==> src/rtl/irq_pkg.sv <==
package irq_pkg;
  localparam int ADDR_W    = 4;
  localparam int DATA_W    = 32;
  localparam int MASK_BASE = 4;
  localparam int STAT_BASE = 8;

  typedef enum logic [ADDR_W-1:0] {
    ADR_POL  = 4'd0,
    ADR_TRIG = 4'd1,
    ADR_RAW  = 4'd2
  } cfg_addr_e;
endpackage

==> src/rtl/irq_line_cond.sv <==
module irq_line_cond #(
  parameter int N_LINES     = 14,
  parameter int SYNC_STAGES = 2
) (
  input  logic               clk,
  input  logic               rst_n,
  input  logic [N_LINES-1:0] pin_in,
  input  logic [N_LINES-1:0] pol,
  output logic [N_LINES-1:0] raw,
  output logic [N_LINES-1:0] evt,
  output logic [N_LINES-1:0] lvl
);
  localparam int LAST = SYNC_STAGES - 1;

  logic [N_LINES-1:0] stg [SYNC_STAGES];
  logic [N_LINES-1:0] prev;

  // idle-high reset so no spurious edge appears when released
  always_ff @(posedge clk or negedge rst_n) begin
    if (!rst_n) begin
      for (int s = 0; s < SYNC_STAGES; s++) stg[s] <= '1;
      prev <= '1;
    end else begin
      stg[0] <= pin_in;
      for (int s = 1; s < SYNC_STAGES; s++) stg[s] <= stg[s-1];
      prev <= stg[LAST];
    end
  end

  genvar i;
  generate
    for (i = 0; i < N_LINES; i++) begin : g_line
      logic rise, fall;
      assign rise   = stg[LAST][i] & ~prev[i];
      assign fall   = ~stg[LAST][i] & prev[i];
      assign evt[i] = pol[i] ? rise : fall;
      assign lvl[i] = ~(stg[LAST][i] ^ pol[i]);
    end
  endgenerate

  assign raw = stg[LAST];

  // an event needs the synchronized value to have just changed
  assert_evt_needs_change_R3: assert property (@(posedge clk) disable iff (!rst_n)
    (evt & ~(raw ^ prev)) == '0);
endmodule

==> src/rtl/irq_out_bank.sv <==
module irq_out_bank #(
  parameter int N_EXT = 14,
  parameter int N_INT = 10,
  localparam int N_SRC = N_EXT + N_INT
) (
  input  logic             clk,
  input  logic             rst_n,
  input  logic [N_EXT-1:0] trig,
  input  logic [N_EXT-1:0] evt,
  input  logic [N_EXT-1:0] lvl,
  input  logic [N_INT-1:0] int_req,
  input  logic [N_SRC-1:0] clr,
  input  logic             mask_wr,
  input  logic [N_SRC-1:0] mask_wdata,
  output logic [N_SRC-1:0] mask,
  output logic [N_SRC-1:0] status,
  output logic             irq
);
  logic [N_EXT-1:0] ext_pend;
  logic [N_INT-1:0] int_pend;

  always_ff @(posedge clk or negedge rst_n) begin
    if (!rst_n) begin
      ext_pend <= '0;
      int_pend <= '0;
      mask     <= '0;
    end else begin
      // level-mode lines keep no stored bit; new events win over a clear
      ext_pend <= trig & ((ext_pend & ~clr[N_EXT-1:0]) | evt);
      int_pend <= (int_pend & ~clr[N_SRC-1:N_EXT]) | int_req;
      if (mask_wr) mask <= mask_wdata;
    end
  end

  assign status = {int_pend, (trig & ext_pend) | (~trig & lvl)};
  assign irq    = |(status & mask);

  // an edge-mode pending bit survives until a clear
  assert_pend_hold_R4: assert property (@(posedge clk) disable iff (!rst_n)
    ($past(ext_pend & ~clr[N_EXT-1:0] & trig) & trig & ~ext_pend) == '0);
  // a qualified edge event latches pending
  assert_evt_latch_R3: assert property (@(posedge clk) disable iff (!rst_n)
    ($past(evt & trig) & trig & ~ext_pend) == '0);
  // an internal request is visible in status the next cycle
  assert_int_sticky_R6: assert property (@(posedge clk) disable iff (!rst_n)
    ($past(int_req) & ~status[N_SRC-1:N_EXT]) == '0);
  // the output never rises without an enabled source
  assert_irq_needs_mask_R7: assert property (@(posedge clk) disable iff (!rst_n)
    irq |-> (mask != '0));
endmodule

==> src/rtl/irq_aggregator.sv <==
module irq_aggregator
  import irq_pkg::*;
#(
  parameter int N_EXT = 14,
  parameter int N_INT = 10,
  parameter int N_OUT = 3
) (
  input  logic              clk,
  input  logic              rst_n,
  input  logic [N_EXT-1:0]  ext_irq_in,
  input  logic [N_INT-1:0]  int_req,
  input  logic              reg_wr,
  input  logic [ADDR_W-1:0] reg_addr,
  input  logic [DATA_W-1:0] reg_wdata,
  output logic [DATA_W-1:0] reg_rdata,
  output logic [N_OUT-1:0]  irq_out
);
  localparam int N_SRC = N_EXT + N_INT;

  logic [N_EXT-1:0] pol_q, trig_q, raw, evt, lvl;
  logic [N_SRC-1:0] mask_v [N_OUT];
  logic [N_SRC-1:0] stat_v [N_OUT];

  always_ff @(posedge clk or negedge rst_n) begin
    if (!rst_n) begin
      pol_q  <= '0;
      trig_q <= '0;
    end else if (reg_wr) begin
      if (reg_addr == ADR_POL)  pol_q  <= reg_wdata[N_EXT-1:0];
      if (reg_addr == ADR_TRIG) trig_q <= reg_wdata[N_EXT-1:0];
    end
  end

  irq_line_cond #(.N_LINES(N_EXT), .SYNC_STAGES(2)) u_cond (
    .clk(clk), .rst_n(rst_n), .pin_in(ext_irq_in), .pol(pol_q),
    .raw(raw), .evt(evt), .lvl(lvl)
  );

  genvar k;
  generate
    for (k = 0; k < N_OUT; k++) begin : g_out
      logic             sel_mask, sel_stat;
      logic [N_SRC-1:0] clr;
      assign sel_mask = reg_wr && (reg_addr == ADDR_W'(MASK_BASE + k));
      assign sel_stat = reg_wr && (reg_addr == ADDR_W'(STAT_BASE + k));
      assign clr      = sel_stat ? reg_wdata[N_SRC-1:0] : '0;

      irq_out_bank #(.N_EXT(N_EXT), .N_INT(N_INT)) u_bank (
        .clk(clk), .rst_n(rst_n), .trig(trig_q), .evt(evt), .lvl(lvl),
        .int_req(int_req), .clr(clr), .mask_wr(sel_mask),
        .mask_wdata(reg_wdata[N_SRC-1:0]), .mask(mask_v[k]),
        .status(stat_v[k]), .irq(irq_out[k])
      );
    end
  endgenerate

  always_comb begin
    reg_rdata = '0;
    case (reg_addr)
      ADR_POL:  reg_rdata[N_EXT-1:0] = pol_q;
      ADR_TRIG: reg_rdata[N_EXT-1:0] = trig_q;
      ADR_RAW:  reg_rdata[N_EXT-1:0] = raw;
      default: begin
        for (int j = 0; j < N_OUT; j++) begin
          if (reg_addr == ADDR_W'(MASK_BASE + j)) reg_rdata[N_SRC-1:0] = mask_v[j];
          if (reg_addr == ADDR_W'(STAT_BASE + j)) reg_rdata[N_SRC-1:0] = stat_v[j];
        end
      end
    endcase
  end

  // the hole at address 3 always reads zero
  assert_hole_zero_R10: assert property (@(posedge clk) disable iff (!rst_n)
    (reg_addr == ADDR_W'(3)) |-> (reg_rdata == '0));
  // bits above the source field never read back set
  assert_upper_zero_R10: assert property (@(posedge clk) disable iff (!rst_n)
    reg_rdata[DATA_W-1:N_SRC] == '0);
endmodule

==> config.mk <==
export PLATFORM = sky130hd
export DESIGN_NAME = irq_aggregator
export DESIGN_NICKNAME = d
export VERILOG_FILES = /design/src/rtl/irq_pkg.sv /design/src/rtl/irq_line_cond.sv /design/src/rtl/irq_out_bank.sv /design/src/rtl/irq_aggregator.sv
export SDC_FILE = /design/constraint.sdc
export NUM_CORES = 1
export LEC_CHECK = 0
export BUFFER_PORTS_ARGS = -buffer_cell sky130_fd_sc_hd__buf_4
export CAP_MARGIN = 20
export CORE_ASPECT_RATIO = 1.75
export CORE_MARGIN = 10
export CORE_UTILIZATION = 60
export CTS_BUF_LIST = sky130_fd_sc_hd__clkbuf_4 sky130_fd_sc_hd__clkbuf_8 sky130_fd_sc_hd__clkbuf_16
export DETAILED_ROUTE_END_ITERATION = 6
export HOLD_SLACK_MARGIN = 0.06
export PLACE_DENSITY = 0.88
export REMOVE_ABC_BUFFERS = 1
export SLEW_MARGIN = 5
export SYNTH_ARGS = -nofsm -noshare
export SYNTH_HDL_FRONTEND = slang
export SYNTH_SLANG_ARGS = --single-unit
==> constraint.sdc <==
create_clock -name clk -period 2.3 [get_ports clk]
set_input_delay 0.115 -clock clk [delete_from_list [all_inputs] [get_ports clk]]
set_output_delay 0.115 -clock clk [all_outputs]
set_load 0.01 [all_outputs]
==> run summary, run 1 <==
Status: complete, but fails checks
Failing checks: setup timing
RR Startpoint: u_cond.raw[0]
Detail Placement HPWL: 21510 µm
Clock Latency Late Sink: 510 ps
Part of the Yosys area used for sequential elements: 0.5171
Count leader, synth: dfrtp_1
Area contributors post-synth: dfrtp_1 (41%), dfstp_2 (11%), mux2_2 (9.5%)
Die ar.: 23320 µm²
Most frequent cells after synthesis: dfrtp_1 (172), nand2_1 (148), mux2_2 (88), o21ai_0 (62)
Pwr Total: 10.87 mW
CP peak stage delay: 590 ps
Post-route cell area: 13160 µm²
Core Region: 17030 µm²
Largest net degree at the start of global routing: 80
NetSw: 3.237 mW
Seq pwr share: 0.459
Peak supply drop: 793.4 µV
Worst setup path startpoint: u_cond.raw[4]
Hold Path Class: in2async
CP Cell Sequence: xor2_4 > o21ai_2 > a222oi_1 > nand4_1 > or4b_4 > buf_6
Initial Utilization: 0.6142
R2r setup slk: 680 ps
Final WL: 33130 µm
DP Worst Slack: 7.910 ps
Filler Cells Inserted: 1102
Routed Antenna Nets: 0
Buf+Inv Stages, Crit Path: 1
Drc violations: 0
Router iterations before antenna repair: 7
Area added between synthesis and finish: 25.88%
I/O pin total: 98
I/O Buffers: 81
Worst-path maximum fanout: 3
Max stage delay cell, worst path: dfstp_2
CP Launch Type: register
Die H: 194.6 µm
Yosys cell types: 46
Worst Max-Slew Pin Slew: 805.0 ps
Leak: 5.787 nW
Hold_ws: 190.3 ps
Clock-pin slew on the worst setup and hold paths: 60 ps
Main synth FF type: dfrtp_1
Htree depth: 1
Final Util: 0.7731
Async set-reset flop share out of synthesis: 1.000
Fmax: 373.3 MHz
Placed Cells incl. Taps: 1303
Int Power: 7.635 mW
Initial antenna violation count: 0
Power per cell area: 825.9 nW/µm²
Final Hold Fails: 0
Top cell type's share of synthesized area: 0.4116
Clock share of power: 0.329
CTS tree: yes
Layout cells sized above 1: 0.3051
WL per Instance: 23.54 µm
CTS buffer count: 20
Die width: 119.8 µm
Final setup vio count: 5
Family with the most delay on the worst path: simple AND/OR/NAND/NOR gates
Top cell type by total area after synthesis: dfrtp_1
Gr ovfl total: 0
CP endpoint kind: output port
Gate power share: 0.213
Drt via density: 6.442
Crit Reg-Reg Endpoint: g_out[1].u_bank.ext_pend[0]
First-pass GRT wire length: 51960 µm
Final std cells w/o fill: 1407
GR Util All Layers: 0.2762
Vias: 9064
Worst reg2reg path depth: 7
Cell count after synthesis: 998
Clk sink count: 214
Worst path required time: 2180 ps
Slew headroom: 0.4614
Post-DP Area: 11540 µm²
Synth Warn #: 0
Cell Area, Synth: 10460 µm²
Slew Limit Fails: 0
Vias in the first global route: 9732
Syn avg cell area: 10.48 µm²
Setup tns final: -1230 ps
CP arrival: 2560 ps
Row count: 63
Crit Path Category: reg2out
FF+latch count, synth: 214
RePlAce Congestion: 0.9636
Tcrit/Tclk final: 1.165
RSZ-0062 raised after global routing: true
Fin worst setup slack: -379.1 ps
Clock skew: 7.077 ps
Max-cap viol count: 0
Min cycle time layout: 2679 ps
N_diodes: 0
Switching Share: 0.2978
Root Driver: clkbuf_16
Worst path depth: 6
Initial DRC count: 991
Worst setup path endpoint: irq_out[1]
Final #Nets: 1229
Post-synth EDFFs: 0
Longest Clk Path Bufs: 3
cell usage in the layout, fill, tap and decap left out, drive strengths merged, types with 5 or more instances in the layout:
| cell type | instances |
|---|---|
| o2bb2ai | 9 |
| clkbuf | 29 |
| nand2 | 148 |
| nor2b | 14 |
| nand2b | 5 |
| conb | 8 |
| dfstp | 42 |
| inv | 5 |
| nor3 | 8 |
| dlygate4sd3 | 59 |
| a21oi | 58 |
| buf | 143 |
| a211oi | 6 |
| a222oi | 13 |
| a21o | 58 |
| mux2i | 20 |
| o31a | 9 |
| xor2 | 8 |
| a22oi | 18 |
| and2 | 26 |
| nand4 | 7 |
| nor2 | 54 |
| a221oi | 6 |
| o21ai | 79 |
| or2 | 26 |
| mux2 | 108 |
| dfrtp | 172 |
routing by layer:
metal,GRT usage,part of all wire
met5,0,0
met4,0.1820,0.070
met3,0.05369,0.084
met2,0.4808,0.51
met1,0.2945,0.34
registers in the layout, indices dropped and copies added, names as in the netlist:
register	flops
u_cond.prev	14
trig_q	14
u_cond.raw	14
g_out.u_bank.int_pend	30
g_out.u_bank.mask	72
pol_q	14
g_out.u_bank.ext_pend	42
u_cond.stg	14
power by group through the flow:
stage                     sequential [mW]  combinational [mW]  clock [mW]
after floorplan                      4.79                1.26           0
after global placement               4.92                1.93           0
after detailed placement             4.96                2.01           0
final                                4.99                2.31        3.57
after CTS                            4.93                2.19        3.60
after global routing                 5.06                2.49        3.74
final cells by class:
class                      instances  area, µm²  share of cell area
multi-input combinational        723       4991              0.3791
sequential                       214       5408              0.4108
inverter                           5      18.77            0.001426
timing repair buffer             202       1749              0.1329
tap                              227      284.0             0.02158
clock inverter                     7      90.09            0.006843
clock buffer                      29      623.1             0.04733
worst min-delay path by stage:
| stage | from | to |
|---|---|---|
| after CTS | reg_wr | g_out[1].u_bank.mask[17] |
| after detailed placement | rst_n | trig_q[5] |
| after global routing | reg_wr | g_out[1].u_bank.mask[23] |
| final | rst_n | trig_q[5] |
| after floorplan | rst_n | g_out[0].u_bank.ext_pend[0] |
| after global placement | rst_n | trig_q[5] |
logic make-up (layout without fill, tap and decap cells):
logic type / count (synthesis) / count (layout) / synth area share
flops: 214 / 214 / 0.5171
xor+xnor: 8 / 8 / 0.006700
other cells: 1 / 8 / 0.0003586
compound gates: 283 / 283 / 0.1799
mux: 128 / 128 / 0.1354
buf+inv: 68 / 243 / 0.03135
simple gates: 296 / 296 / 0.1291
what timing repair did:
item                                    CTS  global route
endpoints found under the setup margin   14            16
pin swaps                                14            11
setup buffers                             4             5
hold endpoints to repair                259             0
hold buffers                             59             0
resized for setup                        42            17
Note: power is estimated with default switching activity, not from simulation.
==> inputs of run 2 (changes only) <==
Settings changed: PLACE_DENSITY 0.88 to 0.87, SYNTH_HIERARCHICAL set to 1.
==> run 2 against run 1 <==
Net effect: total power grew 3.3%; the run still ends with setup timing left; global-route usage shrank 2.6 points; setup slack gained 270 ps; highest routed layer unchanged; final area grew 7.1%; non-clock buffer count shrank 11; area after synthesis grew 11%.
==> run summary, run 2 <==
Post-DP Area: 12480 µm² (+8.2%)
WL per Instance: 22.71 µm (-3.6%)
CTS buffer count: 21 (+5.0%)
RSZ-0062 raised after global routing: true
Peak supply drop: 747.6 µV (-5.8%)
Cell count after synthesis: 1075 (+7.7%)
Final std cells w/o fill: 1470 (+4.5%)
Hold Path Class: in2async
Setup tns final: -480.5 ps (+749.7 ps)
Fin worst setup slack: -104.8 ps (+274.3 ps)
Max-cap viol count: 0 (unchanged)
Min cycle time layout: 2405 ps (-274.3 ps)
Drc violations: 0 (unchanged)
Max FFs per register: 72 (unchanged)
Fmax: 415.8 MHz (+11%)
Final Util: 0.7373 (-0.03585)
Row count: 67 (+6.3%)
Clock skew: 9.942 ps (+2.866 ps)
Initial Utilization: 0.6069 (-0.007298)
Worst path required time: 2180 ps (about the same)
I/O pin total: 98 (unchanged)
Htree depth: 1 (unchanged)
Final WL: 33380 µm (+0.76%)
Tcrit/Tclk final: 1.046 (-0.1192)
Worst-path maximum fanout: 3 (unchanged)
R2r setup slk: 1030 ps (+350 ps)
Filler Cells Inserted: 1223 (+11%)
Clock Latency Late Sink: 510 ps (about the same)
First-pass GRT wire length: 52580 µm (+1.2%)
Post-route cell area: 14090 µm² (+7.1%)
Gate power share: 0.258 (+0.045)
CP peak stage delay: 550 ps (-40 ps)
Initial antenna violation count: 0 (unchanged)
Switching Share: 0.3006 (+0.002855)
Placed Cells incl. Taps: 1364 (+4.7%)
Final #Nets: 1279 (+4.1%)
Crit Path Category: reg2out
Layout cells sized above 1: 0.3572 (+0.05212)
Die width: 125.1 µm (+4.4%)
Clock-pin slew on the worst setup and hold paths: 60 ps (about the same)
Die ar.: 25510 µm² (+9.4%)
CP arrival: 2290 ps (-270 ps)
Core Region: 19110 µm² (+12%)
RePlAce Congestion: 0.9491 (-1.5%)
Area contributors post-synth: dfrtp_1 (37%), mux2_2 (12%), dfstp_2 (9.5%)
Slew headroom: 0.4398 (-0.02158)
Clock share of power: 0.294 (-0.035)
Final Hold Fails: 0 (unchanged)
FF+latch count, synth: 214 (unchanged)
Buf+Inv Stages, Crit Path: 1 (unchanged)
Family with the most delay on the worst path: flip-flops
Root Driver: clkbuf_16
Post-synth EDFFs: 0 (unchanged)
CP Launch Type: register
Area added between synthesis and finish: 21.49%
Vias: 9426 (+4.0%)
Routed Antenna Nets: 0 (unchanged)
Clk sink count: 214 (unchanged)
Drt via density: 6.412 (-0.46%)
Final setup vio count: 9 (+4)
Synth Warn #: 6 (+6)
Largest net degree at the start of global routing: 67 (-16%)
Most frequent cells after synthesis: dfrtp_1 (172), mux2_2 (124), a21oi_1 (65), nor2b_1 (56), nor2_1 (52)
Slew Limit Fails: 0 (unchanged)
Part of the Yosys area used for sequential elements: 0.4662 (-0.05092)
Main synth FF type: dfrtp_1
Syn avg cell area: 10.79 µm² (+3.0%)
CP endpoint kind: output port
CP Cell Sequence: xnor2_2 > mux2_4 > mux2i_2 > o22a_1 > nor2_1 > a221o_1 > buf_6
Most frequent cells in the layout: dfrtp_1 (167), buf_4 (121), mux2_2 (116)
Worst Max-Slew Pin Slew: 837.2 ps (+32.25 ps)
Initial DRC count: 756 (-24%)
Cell Area, Synth: 11600 µm² (+11%)
Yosys cell types: 47 (+2.2%)
N_diodes: 0 (unchanged)
Count leader, synth: dfrtp_1
Async set-reset flop share out of synthesis: 1.000 (unchanged)
Top cell type's share of synthesized area: 0.3710 (-0.04053)
CTS tree: yes
Top cell type by total area after synthesis: dfrtp_1
Hold_ws: 143.9 ps (-46.34 ps)
Router iterations before antenna repair: 5 (-2)
Leak: 6.134 nW (+6.0%)
Gr ovfl total: 0 (unchanged)
Die H: 203.9 µm (+4.8%)
Largest regs: g_out.u_bank/mask (72), g_out.u_bank/ext_pend (42), g_out.u_bank/int_pend (30)
Int Power: 7.858 mW (+2.9%)
NetSw: 3.377 mW (+4.3%)
Most common cell after layout, fill and taps aside: dfrtp_1
I/O Buffers: 81 (unchanged)
Status: complete, but fails checks
Vias in the first global route: 10080 (+3.6%)
Largest Register: g_out.u_bank/mask
Seq pwr share: 0.448 (-0.011)
Longest Clk Path Bufs: 3 (unchanged)
Detail Placement HPWL: 21870 µm (+1.7%)
GR Util All Layers: 0.2503 (-0.02591)
Max stage delay cell, worst path: dfstp_2
Power per cell area: 797.2 nW/µm² (-3.5%)
Failing checks: setup timing
[run 2: cell count changes after synthesis, moves of 27 or more]
cell and delta:
nor2b_1 +42, inv_1 +44, nand2_1 -127, a21o_1 -27, o21a_1 +39, mux2_2 +36
o21ai_0 -31
[run 2: stage by stage]
step / setup WS [ps] / power (mW)
2_1_floorplan: -389.7 / 6.594
3_3_place_gp: 364.4 / 7.407
3_5_place_dp: 332.5 / 7.534
4_1_cts: -95.15 / 11.06
5_1_grt: -140.5 / 11.66
6_report: -104.8 / 11.23
[run 2: final timing paths]
check,endpoint,start,depth (start not counted)
max,reg_rdata[6],u_cond/raw[6],7
min,g_out[1].u_bank/int_pend[1],rst_n,2
max reg2reg,g_out[0].u_bank/ext_pend[13],u_cond/raw[13],4
min reg2reg,u_cond/raw[0],u_cond/stg[14],0
max in group asynchronous,u_cond/prev[1],rst_n,3
min in group clk,g_out[2].u_bank/int_pend[1],reg_wr,4
[run 2: cell families after synthesis]
kind of cell           count (synthesis)  synth area share
buffers and inverters                130           0.05275
XOR/XNOR                              14           0.01057
AND/OR/NAND/NOR                      283            0.1382
other                                  1         0.0003233
flip-flops                           214            0.4662
multiplexers                         166            0.1644
AO/OA/AOI/OAI                        267            0.1676
[run 2: metal layers]
metal  wire length, µm  track usage  vias to the layer above
li1                  -            -                     4062
met1             11930       0.2661                     4686
met2             17000       0.4402                      496
met3              2235      0.04674                      182
met4              2218       0.1701                        0
met5                 0            0                        -
[run 2: area by class of cell]
type                    instances  area [µm²]  area share
well taps                     241       301.5     0.02140
flip-flops and latches        214        5414      0.3842
multi-input cells             738        5873      0.4168
clock buffers                  31       619.3     0.04395
repair buffers                191        1665      0.1182
inverters                      50       187.7     0.01332
clock inverters                 5       31.28    0.002220
[run 2: power by group through the flow]
stage	Combinational, mW	Sequential, mW	Clock, mW
3_5_place_dp	2.50	5.03	0
6_report	2.89	5.04	3.31
5_1_grt	3.06	5.11	3.48
2_1_floorplan	1.74	4.86	0
3_3_place_gp	2.41	5.00	0
4_1_cts	2.73	5.00	3.33
[run 2: repair_timing]
| action | in CTS | in global routing |
|---|---|---|
| endpoints found under the setup margin | 11 | 16 |
| pin swaps | 24 | 15 |
| endpoints found under the hold margin | 307 | 0 |
| gates cloned | 0 | 0 |
| hold buffers | 56 | 0 |
| gates resized for setup | 34 | 30 |
| setup buffers | 10 | 4 |
==> inputs of run 3 (changes only) <==
Settings changed: BUFFER_PORTS_ARGS -buffer_cell sky130_fd_sc_hd__buf_4 to -buffer_cell sky130_fd_sc_hd__clkbuf_2, CTS_CLUSTER_SIZE set to 20.
==> run 3 against run 2 <==
Net effect: the run still ends with setup timing left; total power up 1.8%; critical path depth is 1 lower; via count decreased by 0.13%; global-route usage increased by 0.21 points; critical path type unchanged; critical endpoint is now irq_out[1]; largest cell class unchanged; largest power group unchanged.
==> run summary, run 3 (synthesis gave the netlist of run 2 again) <==
Area added between synthesis and finish: 20.43%
Status: complete, but fails checks
Min cycle time layout: 2448 ps (+43.57 ps)
Worst-path maximum fanout: 3 (unchanged)
Switching Share: 0.2990 (-0.001656)
Drc violations: 0 (unchanged)
N_diodes: 0 (unchanged)
Setup tns final: -552.0 ps (-71.48 ps)
Vias in the first global route: 10030 (-0.49%)
CTS tree: yes
Fmax: 408.4 MHz (-1.8%)
Family with the most delay on the worst path: flip-flops
CP Cell Sequence: xnor2_2 > buf_4 > mux2_4 > a222oi_1 > nand3_2 > clkbuf_2
Hold Path Class: in2async
First-pass GRT wire length: 53120 µm (+1.0%)
WL per Instance: 22.58 µm (-0.54%)
Final #Nets: 1288 (+0.70%)
Die ar.: 25510 µm² (unchanged)
Post-route cell area: 13970 µm² (-0.87%)
Die H: 203.9 µm (unchanged)
Power per cell area: 818.5 nW/µm² (+2.7%)
Slew headroom: 0.5874 (+0.1476)
Final std cells w/o fill: 1480 (+0.68%)
Most common cell after layout, fill and taps aside: dfrtp_1
Root Driver: clkbuf_16
Clk sink count: 214 (unchanged)
Peak supply drop: 801.7 µV (+7.2%)
Post-DP Area: 12350 µm² (-1.0%)
R2r setup slk: 1030 ps (about the same)
Routed Antenna Nets: 0 (unchanged)
CP peak stage delay: 560 ps (about the same)
Core Region: 19110 µm² (unchanged)
Clock share of power: 0.312 (+0.018)
Hold_ws: 167.1 ps (+23.22 ps)
Initial antenna violation count: 1 (+1)
Layout cells sized above 1: 0.3616 (+0.004381)
Final WL: 33420 µm (+0.13%)
Seq pwr share: 0.440 (-0.008)
Most frequent cells in the layout: dfrtp_1 (168), mux2_2 (122), clkbuf_2 (72)
Final setup vio count: 9 (unchanged)
Final Hold Fails: 0 (unchanged)
Failing checks: setup timing
Max stage delay cell, worst path: dfstp_2
Crit Reg-Reg Endpoint: g_out[1].u_bank/ext_pend[13]
CTS buffer count: 21 (unchanged)
Largest regs: g_out.u_bank/mask (72), g_out.u_bank/ext_pend (42), g_out.u_bank/int_pend (30)
Initial DRC count: 972 (+29%)
Largest Register: g_out.u_bank/mask
Detail Placement HPWL: 21560 µm (-1.4%)
Die width: 125.1 µm (unchanged)
Tcrit/Tclk final: 1.065 (+0.01894)
Worst path depth: 6 (-1)
Worst setup path startpoint: u_cond/raw[13]
Router iterations before antenna repair: 6 (+1)
Max FFs per register: 72 (unchanged)
I/O pin total: 98 (unchanged)
Longest Clk Path Bufs: 3 (unchanged)
Largest net degree at the start of global routing: 75 (+12%)
CP Launch Type: register
Fin worst setup slack: -148.4 ps (-43.57 ps)
Drt via density: 6.361 (-0.80%)
Row count: 67 (unchanged)
Clock-pin slew on the worst setup and hold paths: 70 ps (about the same)
Pwr Total: 11.43 mW (+1.8%)
Buf+Inv Stages, Crit Path: 2 (+1)
Placed Cells incl. Taps: 1373 (+0.66%)
Int Power: 8.016 mW (+2.0%)
CP endpoint kind: output port
GR Util All Layers: 0.2524 (+0.002102)
Clock Latency Late Sink: 500 ps (about the same)
I/O Buffers: 81 (unchanged)
NetSw: 3.418 mW (+1.2%)
RePlAce Congestion: 0.9752 (+2.7%)
Worst path required time: 2180 ps (about the same)
Htree depth: 1 (unchanged)
Gr ovfl total: 0 (unchanged)
Worst reg2reg path depth: 4 (unchanged)
Crit Path Category: reg2out
Gate power share: 0.248 (-0.010)
DP Worst Slack: 343.5 ps (+11.01 ps)
Worst Max-Slew Pin Slew: 618.3 ps (-218.9 ps)
Clock skew: 7.720 ps (-2.223 ps)
Leak: 6.122 nW (-0.19%)
RR Startpoint: u_cond/raw[13]
Worst setup path endpoint: irq_out[1]
CP arrival: 2330 ps (+40 ps)
Initial Utilization: 0.6069 (unchanged)
Slew Limit Fails: 0 (unchanged)
Vias: 9414 (-0.13%)
Final Util: 0.7309 (-0.006415)
Max-cap viol count: 0 (unchanged)
RSZ-0062 raised after global routing: true
run 3: changes by cell type in the layout (fill, tap and decap cells not counted), sizes merged:
cell,delta
buf,-61
dlygate4sd3,-2
bufinv,+2
clkbuf,+70
clkinv,-1
clkinvlp,+2
run 3: cell type report:
type                       instances  area [µm²]
clock buffer                      29       610.6
clock inverter                     8       101.3
multi-input combinational        738        5847
timing repair buffer             200        1509
inverter                          50       187.7
fill                            1210        5144
sequential                       214        5413
tap                              241       301.5
run 3: what timing repair did:
item,CTS,global route
gates resized for setup,23,33
pin swaps,15,14
endpoints found under the hold margin,274,0
setup endpoints to repair,10,15
setup buffers,12,4
hold buffers,54,0
run 3: worst min path at each step:
| stage | startpoint | to | slack, ps | cells past startpoint |
|---|---|---|---|---|
| floorplan | rst_n | g_out[0].u_bank/ext_pend[0] | -180 | 0 |
| global placement | rst_n | g_out[0].u_bank/int_pend[1] | 130 | 1 |
| detailed placement | rst_n | g_out[0].u_bank/int_pend[1] | 120 | 1 |
| CTS | rst_n | g_out[0].u_bank/int_pend[1] | 200 | 2 |
| global route | rst_n | g_out[0].u_bank/int_pend[1] | 220 | 2 |
| finish | rst_n | g_out[0].u_bank/int_pend[1] | 170 | 2 |
run 3: power by group through the flow:
stage / sequential [mW] / clock (mW) / combinational [mW]
after floorplan: 4.86 / 0 / 1.74
after global placement: 4.99 / 0 / 2.37
after detailed placement: 5.03 / 0 / 2.45
after CTS: 4.99 / 3.58 / 2.69
after global routing: 5.10 / 3.74 / 3.03
final: 5.03 / 3.56 / 2.84
run 3: worst register-to-register path: stages (launching register included):
cell	delay (ps)
dfstp_2	560
buf_4	140
nand2b_1	130
o22ai_2	100
o21a_1	210
run 3: metal layers:
layer	global-route usage	vias to the layer above	wire (µm)
met3	0.03635	152	2355
met2	0.4541	521	17420
met4	0.1507	0	1834
li1	-	4084	-
met1	0.2745	4657	11810
met5	0	-	0
